**config.mk**
```make
export PLATFORM = sky130hd
export DESIGN_NAME = tlbf_recorder
export DESIGN_NICKNAME = d
export VERILOG_FILES = /design/src/rtl/tlbf_pkg.sv /design/src/rtl/tlbf_rng.sv /design/src/rtl/tlbf_sel_build.sv /design/src/rtl/tlbf_cause_build.sv /design/src/rtl/tlbf_recorder.sv
export SDC_FILE = /design/constraint.sdc
export NUM_CORES = 1
export LEC_CHECK = 0
export ABC_AREA = 1
export BUFFER_PORTS_ARGS = -buffer_cell sky130_fd_sc_hd__buf_2
export CAP_MARGIN = 20
export CORE_MARGIN = 2
export CORE_UTILIZATION = 49
export CTS_CLUSTER_DIAMETER = 150
export DETAILED_ROUTE_END_ITERATION = 6
export PLACE_DENSITY = 0.78
export SYNTH_ARGS = -nofsm -noshare
export SYNTH_HDL_FRONTEND = slang
export SYNTH_HIERARCHICAL = 1
export SYNTH_SLANG_ARGS = --single-unit
```
**constraint.sdc**
```tcl
create_clock -name clk -period 0.8 [get_ports clk]
set_input_delay 0 -clock clk [delete_from_list [all_inputs] [get_ports clk]]
set_output_delay 0 -clock clk [all_outputs]
set_load 0.02 [all_outputs]
```
**src/rtl/tlbf_pkg.sv**
```systemverilog
package tlbf_pkg;

    localparam int WORD_W   = 32;
    localparam int VPN_W    = 19;
    localparam int IDX_W    = 4;
    localparam int WAY_W    = 2;
    localparam int PID_W    = 8;
    localparam int ACC_W    = 2;
    localparam int LFSR_W   = 16;
    localparam int CAUSE_PAD_W = WORD_W - VPN_W - ACC_W - PID_W;
    localparam int SEL_PAD_W   = WORD_W - WAY_W - IDX_W;

    localparam logic [LFSR_W-1:0] LFSR_SEED = 16'hCCCC;
    localparam logic [LFSR_W-1:0] LFSR_TAPS = 16'h8805;

    typedef enum logic [ACC_W-1:0] {
        ACC_READ  = 2'd0,
        ACC_WRITE = 2'd1,
        ACC_EXEC  = 2'd2,
        ACC_RSVD  = 2'd3
    } acc_e;

    // Cause word: page in 31:13, pad 12:10, access 9:8, pid 7:0
    typedef struct packed {
        logic [VPN_W-1:0]       vpn;
        logic [CAUSE_PAD_W-1:0] pad;
        acc_e                   acc;
        logic [PID_W-1:0]       pid;
    } cause_t;

    // Selection word: pad 31:6, way 5:4, index 3:0
    typedef struct packed {
        logic [SEL_PAD_W-1:0] pad;
        logic [WAY_W-1:0]     way;
        logic [IDX_W-1:0]     idx;
    } sel_t;

    // Right-shifting step with parity feedback entering at the top bit
    function automatic logic [LFSR_W-1:0] lfsr_next(
        input logic [LFSR_W-1:0] cur,
        input logic [LFSR_W-1:0] taps
    );
        logic fb;
        fb = ^(cur & taps);
        return {fb, cur[LFSR_W-1:1]};
    endfunction

endpackage

```
**src/rtl/tlbf_rng.sv**
```systemverilog
module tlbf_rng
    import tlbf_pkg::*;
#(
    parameter logic [LFSR_W-1:0] SEED = LFSR_SEED,
    parameter logic [LFSR_W-1:0] TAPS = LFSR_TAPS
) (
    input  logic              clk,
    input  logic              rst,
    input  logic              step_i,
    output logic [LFSR_W-1:0] state_o
);

    logic [LFSR_W-1:0] state_q;
    logic [LFSR_W-1:0] tapped;
    logic [LFSR_W:0]   par_chain;

    assign tapped = state_q & TAPS;

    // Explicit parity chain over the tapped bits
    assign par_chain[0] = 1'b0;
    for (genvar b = 0; b < LFSR_W; b++) begin : g_par
        assign par_chain[b+1] = par_chain[b] ^ tapped[b];
    end

    always_ff @(posedge clk) begin
        if (rst) begin
            state_q <= SEED;
        end else if (step_i) begin
            state_q <= {par_chain[LFSR_W], state_q[LFSR_W-1:1]};
        end
    end

    assign state_o = state_q;

endmodule

```
**src/rtl/tlbf_sel_build.sv**
```systemverilog
module tlbf_sel_build
    import tlbf_pkg::*;
(
    input  logic             miss_i,
    input  logic [WAY_W-1:0] rand_way_i,
    input  logic [WAY_W-1:0] hit_way_i,
    input  logic [VPN_W-1:0] vpn_i,
    output sel_t             sel_o
);

    always_comb begin
        sel_o     = '0;
        sel_o.idx = vpn_i[IDX_W-1:0];
        sel_o.way = miss_i ? rand_way_i : hit_way_i;
    end

endmodule

```
**src/rtl/tlbf_cause_build.sv**
```systemverilog
module tlbf_cause_build
    import tlbf_pkg::*;
(
    input  logic [VPN_W-1:0] vpn_i,
    input  logic [ACC_W-1:0] acc_i,
    input  logic [PID_W-1:0] pid_i,
    output cause_t           cause_o
);

    always_comb begin
        cause_o     = '0;
        cause_o.vpn = vpn_i;
        cause_o.acc = acc_e'(acc_i);
        cause_o.pid = pid_i;
    end

endmodule

```
**src/rtl/tlbf_recorder.sv**
```systemverilog
module tlbf_recorder
    import tlbf_pkg::*;
#(
    parameter logic [LFSR_W-1:0] SEED = LFSR_SEED,
    parameter logic [LFSR_W-1:0] TAPS = LFSR_TAPS
) (
    input  logic              clk,
    input  logic              rst,
    input  logic              fault_i,
    input  logic              miss_i,
    input  logic [WAY_W-1:0]  hit_way_i,
    input  logic [VPN_W-1:0]  vpn_i,
    input  logic [ACC_W-1:0]  acc_i,
    input  logic [PID_W-1:0]  pid_i,
    output logic [WORD_W-1:0] sel_o,
    output logic [WORD_W-1:0] cause_o,
    output logic [WAY_W-1:0]  rand_way_o
);

    logic [LFSR_W-1:0] lfsr_q;
    sel_t              sel_d, sel_q;
    cause_t            cause_d, cause_q;

    tlbf_rng #(.SEED(SEED), .TAPS(TAPS)) u_rng (
        .clk     (clk),
        .rst     (rst),
        .step_i  (fault_i),
        .state_o (lfsr_q)
    );

    tlbf_sel_build u_sel (
        .miss_i     (miss_i),
        .rand_way_i (lfsr_q[WAY_W-1:0]),
        .hit_way_i  (hit_way_i),
        .vpn_i      (vpn_i),
        .sel_o      (sel_d)
    );

    tlbf_cause_build u_cause (
        .vpn_i   (vpn_i),
        .acc_i   (acc_i),
        .pid_i   (pid_i),
        .cause_o (cause_d)
    );

    always_ff @(posedge clk) begin
        if (rst) begin
            sel_q   <= '0;
            cause_q <= '0;
        end else if (fault_i) begin
            sel_q   <= sel_d;
            cause_q <= cause_d;
        end
    end

    assign sel_o      = sel_q;
    assign cause_o    = cause_q;
    assign rand_way_o = lfsr_q[WAY_W-1:0];

endmodule

```
==> impl_metrics.env <==
export IMPL_start_util_pct=49.8
export IMPL_critical_path_class="reg2out"
export IMPL_synth_top_area_share_pct=42.3
export IMPL_power_frac_seq_pct=48.4
export IMPL_r2r_slack_ns=-0.06
export IMPL_gr_usage_all_layers_pct=19.8
export IMPL_cts_buffer_depth=2
export IMPL_dp_slack_ns=-0.0767
export IMPL_worstSkewPairLatency_ns=0.33
export IMPL_worstRegToRegCells=7
export IMPL_synth_flop_cell="dfxtp_1"
export IMPL_die_area_um2=8450
export IMPL_grt_pass1_vias=3120
export IMPL_r2r_start="u_rng/state_o[0]$_SDFFE_PP0P_"
export IMPL_holdCritStartpoint="fault_i"
export IMPL_p_sw_share_pct=27.5
export IMPL_vias=3228
export IMPL_dr_first_iter_drc_count=82
export IMPL_dr_pass1_iters=4
export IMPL_ys_top_cells_by_area="dfxtp_1 42%, nand2_1 15%, nor2_1 14%"
export IMPL_drc_errors=0
export IMPL_required_ns=0.80
export IMPL_rows=32
export IMPL_ys_seq_elements=80
export IMPL_place_congestion=0.814
export IMPL_min_period_ns=0.900
export IMPL_hpwl_um=4560
export IMPL_slowest_delay_ns=0.34
export IMPL_clk_pin_slew_ns=0.08
export IMPL_synth_seq_area_share_pct=42.3
export IMPL_die_height_um=91.9
export IMPL_fin_area_um2=5030
export IMPL_cellPowerDensity_nw_per_um2=1850
export IMPL_cap_violations=0
export IMPL_multi_input_area_um2=1320
export IMPL_path_cells="buf_6 > buf_6"
export IMPL_slew_viol_final=0
export IMPL_synth_edff_count=0
export IMPL_irDropWorstVdd_mv=1.21
export IMPL_syn_inst=551
export IMPL_pwr_share_comb_pct=20.2
export IMPL_drive_above_1_share_pct=32.4
export IMPL_rsz0062_at_grt="true"
export IMPL_grt_pass1_wl_um=13500
export IMPL_avgSynthCellArea_um2=6.88
export IMPL_power_mw=9.33
export IMPL_htree_levels=3
export IMPL_whs_path_depth=3
export IMPL_skew_ns=0.00442
export IMPL_grt_max_degree=60
export IMPL_status="finished with violations"
export IMPL_vias_per_cell=4.25
export IMPL_wl_um=8120
export IMPL_cp_max_fo=3
export IMPL_cp_slowest_cell="dfxtp_2"
export IMPL_max_freq_mhz=1110
export IMPL_endpoint="rand_way_o[0]"
export IMPL_io_pins=101
export IMPL_antenna_found_initial=0
export IMPL_final_nets=687
export IMPL_final_core_util_pct=66.2
export IMPL_p_switching_mw=2.57
export IMPL_io_buffers=100
export IMPL_timing_final_ws_setup_ns=-0.100
export IMPL_coreArea_um2=7610
export IMPL_ys_warn_count=6
export IMPL_p_int_mw=6.76
export IMPL_violations="setup timing"
export IMPL_synthArstFlopShare_pct=0
export IMPL_critPathLaunch="u_rng/state_o[0]$_SDFFE_PP0P_"
export IMPL_cts_tree="built"
export IMPL_cp_arrival_ns=0.90
export IMPL_power_frac_clock_pct=31.4
export IMPL_ys_types=18
export IMPL_r2r_end="u_rng/state_o[15]$_SDFFE_PP1P_"
export IMPL_final_period_utilization_pct=113
export IMPL_setup_viol=17
export IMPL_synth_top_area_cell="dfxtp_1"
export IMPL_n_fill_cell=614
export IMPL_netlist_area_um2=3790
export IMPL_cts_num_sinks=80
export IMPL_leakagePower_nw=2.60
export IMPL_start_kind="register"
export IMPL_diodes=0
export IMPL_hold_violations=0
export IMPL_clock_root_buffer="clkbuf_8"
export IMPL_ant_nets=0
export IMPL_min_delay_path_class="in2reg"
export IMPL_place_area_um2=3950
export IMPL_seqCellArea_um2=1690
export IMPL_die_w_um=91.9
export IMPL_cts_buffers=9
export IMPL_worstSetupEndpointType="output port"
export IMPL_wire_per_inst_um=10.7
export IMPL_setup_tns_ns=-0.914
export IMPL_gr_total_overflow=0
export IMPL_crit_top_cell="buf_6"
export IMPL_synthToLayoutAreaGrowth_pct=32.8
==> cells by family (layout without fill, tap and decap cells) <==
kind of cell | count (synthesis) | count (layout) | synth area share (%)
and+or+nand+nor | 294 | 294 | 29.6
buffers and inverters | 159 | 238 | 25.6
DFF | 80 | 80 | 42.3
AOI/OAI and AO/OA | 16 | 16 | 2.38
other | 2 | 29 | 0.198
==> routing by layer <==
metal | routed length, um | vias up | track usage, %
met5 | 0 | - | 0
met4 | 174 | 0 | 7.09
met3 | 309 | 17 | 5.01
met2 | 4450 | 71 | 37.9
met1 | 3190 | 1443 | 20.7
li1 | - | 1697 | -
==> sequential cells by signal, indices dropped and copies added (netlist names) <==
register	flops
cause_o	32
sel_o	32
u_rng/state_o	16
==> worst min path at each step <==
stage	to	slack [ns]
2_1_floorplan	u_rng/state_o[11]$_SDFFE_PP1P_	0.10
5_1_grt	sel_o[4]$_SDFFE_PP0P_	0.03
6_report	sel_o[4]$_SDFFE_PP0P_	0.04
3_3_place_gp	u_rng/state_o[11]$_SDFFE_PP1P_	0.27
4_1_cts	sel_o[4]$_SDFFE_PP0P_	0.01
3_5_place_dp	u_rng/state_o[11]$_SDFFE_PP1P_	0.27
==> worst max-delay path: cells and delay by family, from the launching register on <==
family / cells / cell delay (ns)
DFF: 1 / 0.34
buffers and inverters: 2 / 0.23
==> stage by stage <==
| step | cells | hold slack [ns] |
|---|---|---|
| after floorplan | 578 | 0.105 |
| after global placement | 702 | 0.274 |
| after detailed placement | 702 | 0.274 |
| after CTS | 754 | 0.0139 |
| after global routing | 759 | 0.0314 |
| final | 759 | 0.0351 |
==> area by class of cell <==
type	count	area share (%)
inverter	72	5.47
sequential	80	33.5
multi-input combinational	339	26.3
clock buffer	11	2.81
tap	102	2.54
clock inverter	5	1.12
timing repair buffer	150	28.3
==> power groups by stage <==
stage | Combinational [mW] | Clock (mW) | Sequential (mW)
floorplan | 0.942 | 0 | 4.77
global placement | 1.36 | 0 | 4.48
detailed placement | 1.40 | 0 | 4.50
CTS | 1.81 | 3.04 | 4.50
global route | 2.08 | 3.20 | 4.55
finish | 1.89 | 2.93 | 4.51
==> cells in the mapped netlist (2+ instances only) <==
cell type  count
a21oi_1        4
buf_2          6
buf_4         66
buf_6         15
conb_1         2
dfxtp_1       80
inv_1         70
nand2_1      147
nand3_1        6
nor2_1       137
nor2_2         3
o21ai_0        7
o21ai_1        3
==> timing repair <==
item,4_1_cts,5_1_grt
hold endpoints to repair,36,3
hold buffers,30,1
setup endpoints to repair,68,82
setup buffers,6,5
pin swaps,0,5
resized for setup,198,6
==> layout by cell type, fill, tap and decap left out <==
master         instances
conb_1                29
dlygate4sd3_1         30
clkinv_4               1
buf_6                 68
nor2_1               137
dfxtp_2               67
buf_4                 15
inv_1                 66
buf_2                 33
nand2_1              146
inv_2                  5
clkinvlp_4             1
o211ai_1               1
o21ai_1                3
buf_12                 4
nor2_2                 3
clkbuf_8              10
dfxtp_1               13
bufinv_16              1
o211ai_2               1
clkinv_2               2
nand3_1                6
o21ai_0                7
a21oi_1                4
nand2_2                1
inv_6                  1
nand4_1                1
clkbuf_1               1
Note: power is estimated with default switching activity, not from simulation.
